--- config.mk ---
export PLATFORM = sky130hd
export DESIGN_NAME = flush_sweep_top
export DESIGN_NICKNAME = d
export VERILOG_FILES = /design/src/rtl/flush_sweep_pkg.sv /design/src/rtl/flush_sweep_ctrl.sv /design/src/rtl/flush_sweep_dpath.sv /design/src/rtl/flush_sweep_top.sv
export SDC_FILE = /design/constraint.sdc
export NUM_CORES = 1
export LEC_CHECK = 0
export CORE_MARGIN = 5
export CORE_UTILIZATION = 30
export CTS_BUF_LIST = sky130_fd_sc_hd__clkbuf_8
export DETAILED_ROUTE_END_ITERATION = 10
export GPL_TIMING_DRIVEN = 0
export PLACE_DENSITY = 0.48
export SYNTH_ARGS = -nofsm -noshare
export SYNTH_HDL_FRONTEND = slang
export SYNTH_SLANG_ARGS = --single-unit
--- constraint.sdc ---
create_clock -name clk -period 2.35 [get_ports clk]
set_input_delay 0.47 -clock clk [delete_from_list [all_inputs] [get_ports clk]]
set_output_delay 0.47 -clock clk [all_outputs]
set_load 0.02 [all_outputs]
--- src/rtl/flush_sweep_pkg.sv ---
package flush_sweep_pkg;

  // Per-cycle commands from control to datapath. The drv* fields give the
  // values the chain pins take on the next clock edge.
  typedef struct packed {
    logic drvA;
    logic drvB;
    logic drvIn;
    logic clearOnes;
    logic sample;
    logic report;
    logic finish;
  } seqStrobe_t;

  typedef enum logic [2:0] {
    ST_IDLE,
    ST_FLUSH,
    ST_PROP,
    ST_SHIFT,
    ST_REPORT
  } seqState_t;

endpackage

--- src/rtl/flush_sweep_ctrl.sv ---
module flush_sweep_ctrl
  import flush_sweep_pkg::*;
#(
  parameter int CHAIN_LEN      = 12000,
  parameter int TICKS_PER_STEP = 1,
  parameter int FLUSH_TICKS    = 12032,
  parameter int IDX_W          = 8,
  parameter int REP_W          = 4
) (
  input  logic             clk,
  input  logic             rstN,
  input  logic             start,
  input  logic [IDX_W-1:0] cfgLastIdx,
  input  logic [REP_W-1:0] cfgReps,
  input  logic             allOnes,
  output seqStrobe_t       stb,
  output logic [IDX_W-1:0] curIdx,
  output logic [REP_W-1:0] curRep
);

  localparam int PROP_MAX = ((1 << IDX_W) - 1) * TICKS_PER_STEP;
  localparam int TMR_MAX  = (FLUSH_TICKS > PROP_MAX) ? FLUSH_TICKS : PROP_MAX;
  localparam int TMR_W    = $clog2(TMR_MAX + 1);
  localparam int BIT_W    = $clog2(CHAIN_LEN);

  seqState_t        state;
  logic [TMR_W-1:0] tmr;
  logic [BIT_W-1:0] bitCnt;
  logic [1:0]       phase;
  logic [IDX_W-1:0] lastIdxR;
  logic [REP_W-1:0] lastRepR;
  logic [TMR_W-1:0] target;
  logic             lastTrial;

  assign target    = TMR_W'(curIdx) * TMR_W'(TICKS_PER_STEP);
  assign lastTrial = allOnes || ((curIdx == lastIdxR) && (curRep == lastRepR));

  // Strobe generation: pure decode of the current state and counters.
  always_comb begin
    stb = '0;
    unique case (state)
      ST_FLUSH: begin
        stb.drvA      = 1'b1;
        stb.drvB      = 1'b1;
        stb.clearOnes = (tmr == '0);
      end
      ST_PROP: begin
        stb.drvIn = 1'b1;
        stb.drvB  = 1'b1;
        stb.drvA  = (tmr < target);
      end
      ST_SHIFT: begin
        unique case (phase)
          2'd1: begin
            stb.sample = 1'b1;
            stb.drvA   = 1'b1;
          end
          2'd3:    stb.drvB = 1'b1;
          default: ;
        endcase
      end
      ST_REPORT: begin
        stb.report = 1'b1;
        stb.finish = lastTrial;
      end
      default: ;
    endcase
  end

  always_ff @(posedge clk or negedge rstN) begin
    if (!rstN) begin
      state    <= ST_IDLE;
      tmr      <= '0;
      bitCnt   <= '0;
      phase    <= '0;
      curIdx   <= '0;
      curRep   <= '0;
      lastIdxR <= '0;
      lastRepR <= '0;
    end else begin
      unique case (state)
        ST_IDLE: begin
          if (start) begin
            lastIdxR <= cfgLastIdx;
            lastRepR <= (cfgReps == '0) ? '0 : cfgReps - 1'b1;
            curIdx   <= '0;
            curRep   <= '0;
            tmr      <= '0;
            state    <= ST_FLUSH;
          end
        end
        ST_FLUSH: begin
          if (tmr == TMR_W'(FLUSH_TICKS - 1)) begin
            tmr   <= '0;
            state <= ST_PROP;
          end else begin
            tmr <= tmr + 1'b1;
          end
        end
        ST_PROP: begin
          if (tmr == target) begin
            phase  <= '0;
            bitCnt <= '0;
            state  <= ST_SHIFT;
          end else begin
            tmr <= tmr + 1'b1;
          end
        end
        ST_SHIFT: begin
          phase <= phase + 1'b1;
          if (phase == 2'd3) begin
            if (bitCnt == BIT_W'(CHAIN_LEN - 1)) state <= ST_REPORT;
            else bitCnt <= bitCnt + 1'b1;
          end
        end
        ST_REPORT: begin
          tmr <= '0;
          if (lastTrial) begin
            state <= ST_IDLE;
          end else begin
            state <= ST_FLUSH;
            if (curRep == lastRepR) begin
              curRep <= '0;
              curIdx <= curIdx + 1'b1;
            end else begin
              curRep <= curRep + 1'b1;
            end
          end
        end
        default: state <= ST_IDLE;
      endcase
    end
  end

endmodule

--- src/rtl/flush_sweep_dpath.sv ---
module flush_sweep_dpath
  import flush_sweep_pkg::*;
#(
  parameter int CHAIN_LEN = 12000,
  parameter int IDX_W     = 8,
  parameter int REP_W     = 4
) (
  input  logic                           clk,
  input  logic                           rstN,
  input  seqStrobe_t                     stb,
  input  logic [IDX_W-1:0]               curIdx,
  input  logic [REP_W-1:0]               curRep,
  input  logic                           scanOut,
  output logic                           allOnes,
  output logic                           scanIn,
  output logic                           clkA,
  output logic                           clkB,
  output logic                           trialValid,
  output logic [IDX_W-1:0]               trialIdx,
  output logic [REP_W-1:0]               trialRep,
  output logic [$clog2(CHAIN_LEN+1)-1:0] trialOnes,
  output logic                           done
);

  localparam int ONES_W = $clog2(CHAIN_LEN + 1);

  logic [ONES_W-1:0] onesCnt;

  assign allOnes = (onesCnt == ONES_W'(CHAIN_LEN));

  // Chain pins: registered so the latch clocks come straight from flops.
  always_ff @(posedge clk or negedge rstN) begin
    if (!rstN) begin
      scanIn <= 1'b0;
      clkA   <= 1'b0;
      clkB   <= 1'b0;
    end else begin
      scanIn <= stb.drvIn;
      clkA   <= stb.drvA;
      clkB   <= stb.drvB;
    end
  end

  // Ones counter fed by the serial readout.
  always_ff @(posedge clk or negedge rstN) begin
    if (!rstN) begin
      onesCnt <= '0;
    end else if (stb.clearOnes) begin
      onesCnt <= '0;
    end else if (stb.sample) begin
      onesCnt <= onesCnt + ONES_W'(scanOut);
    end
  end

  // Result registers.
  always_ff @(posedge clk or negedge rstN) begin
    if (!rstN) begin
      trialValid <= 1'b0;
      trialIdx   <= '0;
      trialRep   <= '0;
      trialOnes  <= '0;
      done       <= 1'b0;
    end else begin
      trialValid <= stb.report;
      done       <= stb.report & stb.finish;
      if (stb.report) begin
        trialIdx  <= curIdx;
        trialRep  <= curRep;
        trialOnes <= onesCnt;
      end
    end
  end

endmodule

--- src/rtl/flush_sweep_top.sv ---
module flush_sweep_top
  import flush_sweep_pkg::*;
#(
  parameter int CHAIN_LEN      = 12000,
  parameter int TICKS_PER_STEP = 1,
  parameter int FLUSH_TICKS    = 12032,
  parameter int IDX_W          = 8,
  parameter int REP_W          = 4
) (
  input  logic                           clk,
  input  logic                           rstN,
  input  logic                           start,
  input  logic [IDX_W-1:0]               cfgLastIdx,
  input  logic [REP_W-1:0]               cfgReps,
  input  logic                           scanOut,
  output logic                           scanIn,
  output logic                           clkA,
  output logic                           clkB,
  output logic                           trialValid,
  output logic [IDX_W-1:0]               trialIdx,
  output logic [REP_W-1:0]               trialRep,
  output logic [$clog2(CHAIN_LEN+1)-1:0] trialOnes,
  output logic                           done
);

  seqStrobe_t       stb;
  logic [IDX_W-1:0] curIdx;
  logic [REP_W-1:0] curRep;
  logic             allOnes;

  flush_sweep_ctrl #(
    .CHAIN_LEN     (CHAIN_LEN),
    .TICKS_PER_STEP(TICKS_PER_STEP),
    .FLUSH_TICKS   (FLUSH_TICKS),
    .IDX_W         (IDX_W),
    .REP_W         (REP_W)
  ) u_ctrl (
    .clk       (clk),
    .rstN      (rstN),
    .start     (start),
    .cfgLastIdx(cfgLastIdx),
    .cfgReps   (cfgReps),
    .allOnes   (allOnes),
    .stb       (stb),
    .curIdx    (curIdx),
    .curRep    (curRep)
  );

  flush_sweep_dpath #(
    .CHAIN_LEN(CHAIN_LEN),
    .IDX_W    (IDX_W),
    .REP_W    (REP_W)
  ) u_dpath (
    .clk       (clk),
    .rstN      (rstN),
    .stb       (stb),
    .curIdx    (curIdx),
    .curRep    (curRep),
    .scanOut   (scanOut),
    .allOnes   (allOnes),
    .scanIn    (scanIn),
    .clkA      (clkA),
    .clkB      (clkB),
    .trialValid(trialValid),
    .trialIdx  (trialIdx),
    .trialRep  (trialRep),
    .trialOnes (trialOnes),
    .done      (done)
  );

endmodule

==> impl_metrics.csv <==
group,metric,value,unit
drt,first_pass_iters,4,
timing,period_minus_slack,2280,ps
clock_network,cts_inserted_buffers,9,
floorplan,core,0.0173,sq mm
timing,setup_viol,0,
floorplan,fp.dieW,143,um
timing,setup_tns,0,ps
timing,fin_crit_sh,96.8,%
clock_network,cts_tree,"done",
floorplan,start_util,30.5,%
final_layout,nNetsFinal,674,
drt,via_count,4435,
timing,finClkSkew,17.9,ps
global_routing,overflow,0,
worst_setup_path,cp-start-kind,"flip-flop",
synth,yosys.area_share.simple,24.5,%
job,cap_violations,0,
synth,synth_nets,602,
synth,synth.area.mux_share,1.35,%
drt,wire_per_inst,15.2,um
synth,ys_dominant_reg_cell,"dfrtp_1",
synth,postSynth.asyncResetShare,100,%
final_layout,area_growth,22.3,%
synth,synthDistinctLibCells,59,
global_routing,antenna_found_initial,0,
power,comb_power_share,2.5,%
place,globalplace.congestion,0.829,
clock_network,cts_buffer_depth,2,
power,seqPwrFrac,60.4,%
run_status,status,"finished, final reports clean",
global_routing,grt_use_total,13.5,%
power,leakagePower,0.00291,uW
drt,drt_wl_total,13200,um
synth,synth_edf_count,0,
power,power_switching,718,uW
timing,tightest_slew,561,ps
synth,synth_area,0.00527,sq mm
synth,ys_seq_elements,102,
power,power_density,450,mW/mm^2
timing,final_hold_viol_count,0,
worst_setup_path,required,2630,ps
global_routing,first_global_vias,4523,
drt,via_per_inst,5.10,
clock_network,ctsHoldBuffers,0,
worst_setup_path,end_kind,"flip-flop",
synth,yosys.area_share.adder,4.03,%
final_layout,drive_above_1_share,10.2,%
final_layout,n_fill_cell,1733,
floorplan,num_io_pins,47,
place,io_buffers,46,
synth,syn_inst,569,
global_routing,grt_max_degree,61,
worst_setup_path,rrSetupSlack,70,ps
worst_setup_path,worstPathMaxFanout,10,
global_routing,grt_first_pass_wirelength,22300,um
clock_network,clkLatencyLatePin,380,ps
timing,max_freq,439,MHz
synth,synth_seq_area_share,48.4,%
power,finalPower,2900,uW
clock_network,clk_pin_slew,110,ps
synth,synth_compound_area_share,13.7,%
timing,finalMaxSlewViolations,0,
clock_network,clockRootBuffer,"clkbuf_8",
synth,yosys_warnings,0,
drt,route.detailed.drc,0,
power,p_int,2190,uW
floorplan,dieArea,0.0203,sq mm
worst_hold_path,holdCritPathClass,"input port to async pin",
synth,synth-xor-area-share,4.82,%
synth,syn_area_per_cell,9.27,sq um
power,ir_worst_vdd,0.244,mV
drt,drt_iter0_drc,202,
clock_network,cts_sinks,102,
synth,synth_top_family_by_area,"simple AND/OR/NAND/NOR gates",
power,swShare,24.7,%
clock_network,htreeDepth,3,
worst_setup_path,critPathKind,"flip-flop to flip-flop",
power,clock_power_share,37.1,%
worst_setup_path,arrival,2560,ps
floorplan,die_y,143,um
place,dp_hpwl,9580,um
drt,ant_nets,0,
floorplan,num_rows,48,
final_layout,antenna_cells,0,
timing,slew_headroom,61.7,%
## cells in the mapped netlist (all sizes together), types with 4 or more instances
master,number,area share [%]
buf,4,0.50
nand4,15,1.8
mux2i,6,1.1
nor4,6,0.71
nor3,14,1.6
xnor2,16,2.7
xor2,13,2.2
ha,17,4.0
o41ai,5,1.1
clkbuf,20,1.4
or4,15,2.2
inv,18,1.3
a211oi,4,0.57
nand3,17,1.6
nand2b,4,0.47
nand2,132,9.4
dfrtp,102,48
nor2,32,2.3
and3,9,1.1
a21oi,24,2.3
o21ai,24,2.3
o31ai,17,2.4
## logic make-up (layout without fill, tap and decap cells)
| kind of cell | after synthesis | in the layout |
|---|---|---|
| DFF | 102 | 102 |
| AOI/OAI and AO/OA | 105 | 105 |
| adders and majority gates | 17 | 17 |
| muxes | 7 | 7 |
| xor gates and xnor gates | 29 | 29 |
| buffers and inverters | 42 | 118 |
| and+or+nand+nor | 267 | 267 |
## cell type report
| class | count | area [sq um] | area share (%) |
|---|---|---|---|
| Inverter | 18 | 67.6 | 1.05 |
| Clock buffer | 9 | 124 | 1.92 |
| Buffer | 21 | 101 | 1.57 |
| Sequential cell | 102 | 2560 | 39.7 |
| Multi-Input combinational cell | 425 | 2640 | 40.9 |
| Timing Repair Buffer | 64 | 626 | 9.70 |
| Tap cell | 225 | 282 | 4.36 |
| Clock inverter | 6 | 56.3 | 0.873 |
## flip-flops by register name, indices dropped and copies added (netlist names), 2 cells and up
signal             flops
u_ctrl.tmr            14
u_ctrl.state           3
u_ctrl.curIdx          8
u_ctrl.curRep          4
u_dpath.onesCnt       14
u_dpath.trialOnes     14
u_ctrl.lastRepR        4
u_ctrl.lastIdxR        8
u_dpath.trialIdx       8
u_ctrl.phase           2
u_ctrl.bitCnt         14
u_dpath.trialRep       4
## critical path, stage by stage, from the launching register on
cell and delay, ps:
dfrtp_1 460, xor2_1 210, or4_4 610, nor4_4 390, buf_6 200, o41ai_1 80, a22o_1 210
## through the flow
stage	instance area, sq um	instances	setup slack [ps]	util, %	hold slack [ps]
2_1_floorplan	5270	569	194	-	174
3_3_place_gp	6020	840	-3220	34.8	461
3_5_place_dp	6040	841	-271	34.9	463
4_1_cts	6310	862	0.451	36.5	64.0
5_1_grt	6450	870	-10.5	37.3	96.2
6_report	6450	870	74.0	37.3	63.9
## worst paths after layout
kind,startpoint,endpoint,depth (start not counted)
worst max-delay path,u_ctrl.curRep[1],u_ctrl.curRep[3],6
worst min-delay path,rstN,u_ctrl.lastRepR[3],1
worst max register to register,u_ctrl.curRep[1],u_ctrl.curRep[3],6
worst min register to register,u_dpath.trialOnes[6],u_dpath.trialOnes[6],2
max in group asynchronous,rstN,u_ctrl.tmr[3],2
min in group clk,u_dpath.trialOnes[6],u_dpath.trialOnes[6],2
## power groups by stage
stage / sequential, uW / combinational [uW] / clock [uW]
floorplan: 1790 / 5.26 / 0
global placement: 1790 / 71.3 / 0
detailed placement: 1790 / 77.8 / 0
CTS: 1750 / 77.8 / 1140
global route: 1750 / 86.4 / 1200
finish: 1750 / 73.7 / 1080
## layer usage
metal  vias to the layer above  track usage, %  wire (um)
met2                        75            22.5       6330
met5                         -               0          0
li1                       2172               -          -
met4                         0            4.60        247
met1                      2170            17.2       6160
met3                        18            3.13        490
## repair_timing
item                                    in CTS  in global routing
pin swaps                                    4                  6
resized for setup                           10                 18
endpoints found under the setup margin      44                 36
buffers inserted                             6                 11
## placed cells by master, fill, tap and decap left out, types with 4 or more instances in the layout
master           Yosys  layout
a211oi_1             4       4
a21oi_1             24      22
and3_1               9       9
buf_4                0      17
clkbuf_1            20      13
clkbuf_2             0       4
clkbuf_8             0       9
clkdlybuf4s50_1      0      45
dfrtp_1            102      97
dfrtp_2              0       5
ha_1                17      17
inv_1               18      17
mux2i_1              6       6
nand2_1            132     132
nand2b_1             4       4
nand3_1             17      15
nand4_1             15      15
nor2_1              32      31
nor3_1              12      11
nor4_1               6       5
o21ai_0             24      24
o31ai_1             17      17
or4_1               14      13
xnor2_1             16      16
xor2_1              13      13
(Power assumes the default switching activity.)
